<file path="src/rtl/cru_pkg.sv">
package cru_pkg;

    typedef enum logic [1:0] {
        OP_NONE  = 2'd0,
        OP_CMP   = 2'd1,
        OP_LOGIC = 2'd2,
        OP_MOVE  = 2'd3
    } crop_e;

    typedef enum logic [2:0] {
        FN_AND  = 3'd0,
        FN_OR   = 3'd1,
        FN_XOR  = 3'd2,
        FN_NAND = 3'd3,
        FN_NOR  = 3'd4,
        FN_EQV  = 3'd5,
        FN_ANDC = 3'd6,
        FN_ORC  = 3'd7
    } bfn_e;

endpackage

</file>
<file path="src/rtl/cru_bit_logic.sv">
module cru_bit_logic
    import cru_pkg::*;
(
    input  logic       a_i,
    input  logic       b_i,
    input  logic [2:0] fn_i,
    output logic       y_o
);
    bfn_e fn;
    assign fn = bfn_e'(fn_i);

    always_comb begin
        unique case (fn)
            FN_AND:  y_o = a_i & b_i;
            FN_OR:   y_o = a_i | b_i;
            FN_XOR:  y_o = a_i ^ b_i;
            FN_NAND: y_o = ~(a_i & b_i);
            FN_NOR:  y_o = ~(a_i | b_i);
            FN_EQV:  y_o = ~(a_i ^ b_i);
            FN_ANDC: y_o = a_i & ~b_i;
            FN_ORC:  y_o = a_i | ~b_i;
            default: y_o = 1'b0;
        endcase
    end
endmodule

</file>
<file path="src/rtl/cru_bit_pick.sv">
module cru_bit_pick #(
    parameter int W  = 32,
    parameter int IW = 5
) (
    input  logic [W-1:0]  vec_i,
    input  logic [IW-1:0] idx_i,
    output logic          bit_o
);
    // index 0 names the most significant bit
    assign bit_o = vec_i[W-1-int'(idx_i)];
endmodule

</file>
<file path="src/rtl/cru_next.sv">
module cru_next
    import cru_pkg::*;
#(
    parameter int NFIELD = 8,
    parameter int FW     = 4,
    localparam int CRW   = NFIELD * FW,
    localparam int IDXW  = $clog2(CRW),
    localparam int FIDXW = $clog2(NFIELD)
) (
    input  logic [CRW-1:0]   cur_i,
    input  logic [1:0]       op_i,
    input  logic [FIDXW-1:0] cmp_field_i,
    input  logic [FW-1:0]    cmp_flags_i,
    input  logic             arith_rec_i,
    input  logic [FW-1:0]    arith_flags_i,
    input  logic [2:0]       fn_i,
    input  logic [IDXW-1:0]  bit_a_i,
    input  logic [IDXW-1:0]  bit_b_i,
    input  logic [IDXW-1:0]  bit_d_i,
    input  logic [FIDXW-1:0] mv_src_i,
    input  logic [FIDXW-1:0] mv_dst_i,
    output logic [CRW-1:0]   nxt_o
);
    crop_e op;
    logic  opnd_a, opnd_b, logic_y;
    logic [FW-1:0] src_field;

    assign op = crop_e'(op_i);

    cru_bit_pick #(.W(CRW), .IW(IDXW)) u_pick_a (
        .vec_i (cur_i),
        .idx_i (bit_a_i),
        .bit_o (opnd_a)
    );

    cru_bit_pick #(.W(CRW), .IW(IDXW)) u_pick_b (
        .vec_i (cur_i),
        .idx_i (bit_b_i),
        .bit_o (opnd_b)
    );

    cru_bit_logic u_logic (
        .a_i  (opnd_a),
        .b_i  (opnd_b),
        .fn_i (fn_i),
        .y_o  (logic_y)
    );

    assign src_field = cur_i[CRW-1-FW*int'(mv_src_i) -: FW];

    always_comb begin
        nxt_o = cur_i;
        // implicit record goes first so any explicit operation overrides it
        if (arith_rec_i) begin
            nxt_o[CRW-1 -: FW] = arith_flags_i;
        end
        unique case (op)
            OP_NONE:  ;
            OP_CMP:   nxt_o[CRW-1-FW*int'(cmp_field_i) -: FW] = cmp_flags_i;
            OP_LOGIC: nxt_o[CRW-1-int'(bit_d_i)] = logic_y;
            OP_MOVE:  nxt_o[CRW-1-FW*int'(mv_dst_i) -: FW] = src_field;
            default:  ;
        endcase
    end
endmodule

</file>
<file path="src/rtl/cond_reg_unit.sv">
module cond_reg_unit
    import cru_pkg::*;
#(
    parameter int NFIELD = 8,
    parameter int FW     = 4,
    localparam int CRW   = NFIELD * FW,
    localparam int IDXW  = $clog2(CRW),
    localparam int FIDXW = $clog2(NFIELD)
) (
    input  logic             clk,
    input  logic             rst,
    input  logic [1:0]       op_i,
    input  logic [FIDXW-1:0] cmp_field_i,
    input  logic [FW-1:0]    cmp_flags_i,
    input  logic             arith_rec_i,
    input  logic [FW-1:0]    arith_flags_i,
    input  logic [2:0]       fn_i,
    input  logic [IDXW-1:0]  bit_a_i,
    input  logic [IDXW-1:0]  bit_b_i,
    input  logic [IDXW-1:0]  bit_d_i,
    input  logic [FIDXW-1:0] mv_src_i,
    input  logic [FIDXW-1:0] mv_dst_i,
    input  logic [IDXW-1:0]  test_bit_i,
    input  logic             test_sense_i,
    output logic [CRW-1:0]   cr_o,
    output logic             branch_o
);
    logic [CRW-1:0] cr_q, cr_d;
    logic           tested;
    logic [FW-1:0]  field_view [NFIELD];

    cru_next #(.NFIELD(NFIELD), .FW(FW)) u_next (
        .cur_i         (cr_q),
        .op_i          (op_i),
        .cmp_field_i   (cmp_field_i),
        .cmp_flags_i   (cmp_flags_i),
        .arith_rec_i   (arith_rec_i),
        .arith_flags_i (arith_flags_i),
        .fn_i          (fn_i),
        .bit_a_i       (bit_a_i),
        .bit_b_i       (bit_b_i),
        .bit_d_i       (bit_d_i),
        .mv_src_i      (mv_src_i),
        .mv_dst_i      (mv_dst_i),
        .nxt_o         (cr_d)
    );

    always_ff @(posedge clk) begin
        if (rst) begin
            cr_q <= '0;
        end else begin
            cr_q <= cr_d;
        end
    end

    cru_bit_pick #(.W(CRW), .IW(IDXW)) u_pick_test (
        .vec_i (cr_q),
        .idx_i (test_bit_i),
        .bit_o (tested)
    );

    assign cr_o     = cr_q;
    assign branch_o = ~(tested ^ test_sense_i);

    // per-field view of the stored register, used by the checks below
    for (genvar g = 0; g < NFIELD; g++) begin : g_field
        assign field_view[g] = cr_q[CRW-1-g*FW -: FW];
    end

    function automatic logic [FW-1:0] fld(input logic [CRW-1:0] v, input logic [FIDXW-1:0] f);
        return v[CRW-1-FW*int'(f) -: FW];
    endfunction

    function automatic logic bitat(input logic [CRW-1:0] v, input logic [IDXW-1:0] k);
        return v[CRW-1-int'(k)];
    endfunction

    assert_reset_clears_R1: assert property (@(posedge clk)
        rst |=> cr_o == '0);

    assert_cmp_lands_R2: assert property (@(posedge clk) disable iff (rst)
        (op_i == 2'd1) |=> fld(cr_o, $past(cmp_field_i)) == $past(cmp_flags_i));

    assert_arith_field0_R3: assert property (@(posedge clk) disable iff (rst)
        (op_i == 2'd0 && arith_rec_i) |=> field_view[0] == $past(arith_flags_i));

    assert_cmp_beats_arith_R4: assert property (@(posedge clk) disable iff (rst)
        (op_i == 2'd1 && cmp_field_i == '0 && arith_rec_i)
        |=> field_view[0] == $past(cmp_flags_i));

    assert_and_result_R5: assert property (@(posedge clk) disable iff (rst)
        (op_i == 2'd2 && fn_i == 3'd0)
        |=> bitat(cr_o, $past(bit_d_i)) == $past(bitat(cr_q, bit_a_i) & bitat(cr_q, bit_b_i)));

    assert_move_copies_R7: assert property (@(posedge clk) disable iff (rst)
        (op_i == 2'd3) |=> fld(cr_o, $past(mv_dst_i)) == $past(fld(cr_q, mv_src_i)));

    assert_idle_holds_R10: assert property (@(posedge clk) disable iff (rst)
        (op_i == 2'd0 && !arith_rec_i) |=> $stable(cr_o));
endmodule

</file>
<file path="config.mk">
export PLATFORM = sky130hd
export DESIGN_NAME = cond_reg_unit
export DESIGN_NICKNAME = d
export VERILOG_FILES = /design/src/rtl/cru_pkg.sv /design/src/rtl/cru_bit_logic.sv /design/src/rtl/cru_bit_pick.sv /design/src/rtl/cru_next.sv /design/src/rtl/cond_reg_unit.sv
export SDC_FILE = /design/constraint.sdc
export NUM_CORES = 1
export LEC_CHECK = 0
export ABC_AREA = 1
export BUFFER_PORTS_ARGS = -buffer_cell sky130_fd_sc_hd__buf_2
export CAP_MARGIN = 30
export CORE_MARGIN = 2
export CORE_UTILIZATION = 45
export CTS_CLUSTER_DIAMETER = 200
export DETAILED_ROUTE_END_ITERATION = 12
export GPL_ROUTABILITY_DRIVEN = 0
export PLACE_DENSITY = 0.69
export RECOVER_POWER = 100
export SLEW_MARGIN = 10
export SYNTH_ARGS = -nofsm -noshare
export SYNTH_HDL_FRONTEND = slang
export SYNTH_SLANG_ARGS = --single-unit
</file>
<file path="constraint.sdc">
create_clock -name clk -period 2.5 [get_ports clk]
set_clock_uncertainty 0.1 [all_clocks]
set_input_delay 0.25 -clock clk [delete_from_list [all_inputs] [get_ports clk]]
set_output_delay 0.25 -clock clk [all_outputs]
set_load 0.01 [all_outputs]
</file>
==> parameters.txt <==
Parameter                              Value

Status
  Status    finished clean

Synth
  Mapped Nets    999
  Sequential element share of the synthesized area    0.133
  Average cell area after synthesis    between 5 and 6 µm²
  Gate Count Post-Synth    949
  Flip-flop and latch count after synthesis    32
  Distinct cells, synth    28
  Area of the mapped netlist    slightly below 5000 µm²
  Number of warnings issued by yosys    0

Worst setup path
  Top cell by count, worst path    nand2_1
  Delay of the slowest critical-path stage    0.37 ns
  Critical path's slowest cell    dfxtp_1
  CP Max Fanout    8
  Dominant delay contributor by cell family on the critical path    simple AND/OR/NAND/NOR gates
  Nature of the critical path endpoint    flop
  Ordered cell list for the critical path    inv_2 > o21ai_0 > nand3_1 > nand2_1 > nand2_1 > nand2_1 > nand2_1 > nand2_2 > inv_2 > ha_4 > inv_1 > nand2_1 > nand3_1 > nand3b_1 > nand2_4 > buf_6 > nand2_1 > nand2_1 > nand3_1 > nand2_1 > inv_1
  Reg-to-reg slack, setup    0.07 ns
  Required time of the critical path    2.60 ns
  Critical path start-end classification    flop to flop
  Worst path arrival time    2.52 ns
  Number of buffers and inverters on the critical path    5
  Startpoint Class    flop

Timing
  Unrepaired setup endpoints after global routing    yes
  Worst-Margin Slew    0.634 ns
  Setup violators final    0
  Final number of max-transition violations    0
  Share of the cycle needed by the critical path after routing    0.971
  Final worst path period need    2.43 ns
  Highest achievable clock rate    412 MHz
  Final WS setup    0.0728 ns
  Headroom to the max-slew limit    0.578
  Final-report hold violation count    0

Placement
  Number of port buffers    78
  Pre-CTS worst setup slack    -0.186 ns
  HPWL after detailed placement    approximately 13 mm

Drt
  Per-cell routed wire length    15.7 µm
  Final wirelength    about 19 mm
  TritonRoute pass-1 iters    8
  Vias per cell    5.52
  ANT nets after route    0
  Via count    6566
  Post-route DRC violation count    0
  Number of DRC markers in iteration 0    779

Floorplan
  Vert. Die Dim    107 µm
  Die X-Extent    107 µm
  Initial Utilization    0.465
  Floorplan core area    just over 10000 µm²
  # IOs    between 70 and 80
  Die area    around 12000 µm²
  Rows    37

CTS
  Total clock buffers created by CTS    5
  Clock Tree Root    clkbuf_8
  H-tree levels    2
  TritonCTS clock tree    yes
  Clock transition time at the flip-flop clock pins of the worst setup and hold paths    around 0.080 ns
  Source-to-sink clock delay at the later pin of the worst-skew pair    around 0.30 ns
  Sinks on the clock net    32
  Maximum clock insertion buffer count    2
  Number of hold buffers added after cts    0

Job
  Number of max-cap violations    0

Layout
  Sequential cell area    676 µm²
  Area of the multi-input gates    3380 µm²
  ANT cells    0
  Filler instances    around 1100
  NumNets Final    1103
  Largest register FFs    32
  Synthesis-to-layout area growth    18.9%
  Share of post-route cells with drive strength above 1    0.199

Power and ir drop
  PD cells    ~370 nW/µm²
  Leakage power total    approximately 3 nW
  Overall power after layout    2.12 mW
  Largest vdd supply drop    223 µV

GRT
  Number of global-route vias before repair    between 5000 and 6000
  Global-route wire length before repair    between 20 and 30 mm
  Total overflow reported by the global router    0
  Antenna violations before repair    0
  Maximum number of pins on one net before global-route repair    37
  Aggregate global-route resource usage    0.313

Hold path
  Type of the tightest min-delay check    input port to flop
## per-stage QoR
stage / utilization / hold slack (ns) / std cells / TNS (ns) / instance area, µm²
after floorplan: - / 0.440 / 949 / 0 / 4800
after global placement: 0.526 / 0.571 / 1177 / -4.79 / 5430
after detailed placement: 0.526 / 0.574 / 1177 / -5.27 / 5430
after CTS: 0.535 / 0.363 / 1185 / -0.220 / 5520
after global routing: 0.554 / 0.458 / 1190 / -4.04 / 5710
final: 0.554 / 0.365 / 1190 / 0 / 5710
## where the power goes
group | switching, mW | total (mW) | internal, mW
sequential | 0.0451 | 0.597 | 0.552
clock | 0.233 | 0.454 | 0.220
combinational | 0.675 | 1.06 | 0.390
## cells in the mapped netlist, drive strengths merged
| library cell | number | area [µm²] |
|---|---|---|
| nand3b | 1 | 7.51 |
| nand3 | 121 | 606 |
| a21oi | 100 | 500 |
| inv | 141 | 537 |
| o21ai | 100 | 531 |
| clkbuf | 10 | 97.6 |
| dfxtp | 32 | 641 |
| dlygate4sd1 | 2 | 17.5 |
| buf | 23 | 195 |
| dlymetal6s2s | 1 | 12.5 |
| or2 | 2 | 12.5 |
| ha | 4 | 50.1 |
| nor2 | 108 | 420 |
| o21ba | 2 | 20.0 |
| nand2 | 301 | 1150 |
| o211ai | 1 | 7.51 |
## cells in the final DEF (no fill, tap or decap), drive strengths merged, types with 4 or more instances in the layout
cell    count
nand2     301
inv       141
buf       126
nand3     121
nor2      108
a21oi     100
o21ai     100
dfxtp      32
clkbuf     13
ha          4
## repair_timing
item / 4_1_cts / 5_1_grt
gates resized for setup: 0 / 91
setup endpoints to repair: 24 / 32
pin swaps: 0 / 16
setup buffers: 0 / 2
gates cloned: 0 / 3
## per-layer routing
metal / part of all wire / global-route usage / routed length [µm] / vias to the layer above
met5: 0 / 0 / 0 / -
met4: 0.060 / 0.162 / 1110 / 0
met3: 0.12 / 0.0738 / 2320 / 89
met2: 0.42 / 0.480 / 7840 / 415
met1: 0.40 / 0.409 / 7360 / 2834
li1: - / - / - / 3228
## worst paths after layout
kind,endpoint,depth (start not counted),startpoint
setup / recovery,cr_o[4],21,cr_o[7]
hold / removal,cr_o[31],7,arith_flags_i[3]
setup reg to reg,cr_o[4],21,cr_o[7]
hold reg to reg,cr_o[17],4,cr_o[17]
## final cells by class
| cell class | instances | share of cell area |
|---|---|---|
| clock buffer | 6 | 0.0145 |
| inverter | 141 | 0.0944 |
| clock inverter | 2 | 0.00175 |
| sequential | 32 | 0.118 |
| tap | 136 | 0.0298 |
| timing repair buffer | 133 | 0.150 |
| multi-input combinational | 740 | 0.592 |
## logic make-up (layout without fill, tap and decap cells)
logic type,after synthesis,after routing,share of synthesized area
AOI/OAI and AO/OA,203,203,0.220
adders and majority gates,4,4,0.0104
buffers and inverters,177,282,0.179
DFF,32,32,0.133
and+or+nand+nor,533,533,0.457
## worst reg2reg max path: stages (launching register included)
cell and delay (ns):
dfxtp_1 0.37, inv_2 0.08, o21ai_0 0.18, nand3_1 0.10, nand2_1 0.06, nand2_1 0.04
nand2_1 0.06, nand2_1 0.06, nand2_2 0.09, inv_2 0.06, ha_4 0.23, inv_1 0.05
nand2_1 0.04, nand3_1 0.06, nand3b_1 0.12, nand2_4 0.17, buf_6 0.19, nand2_1 0.06
nand2_1 0.05, nand3_1 0.07, nand2_1 0.06, inv_1 0.04
Note: power is estimated with default switching activity, not from simulation.
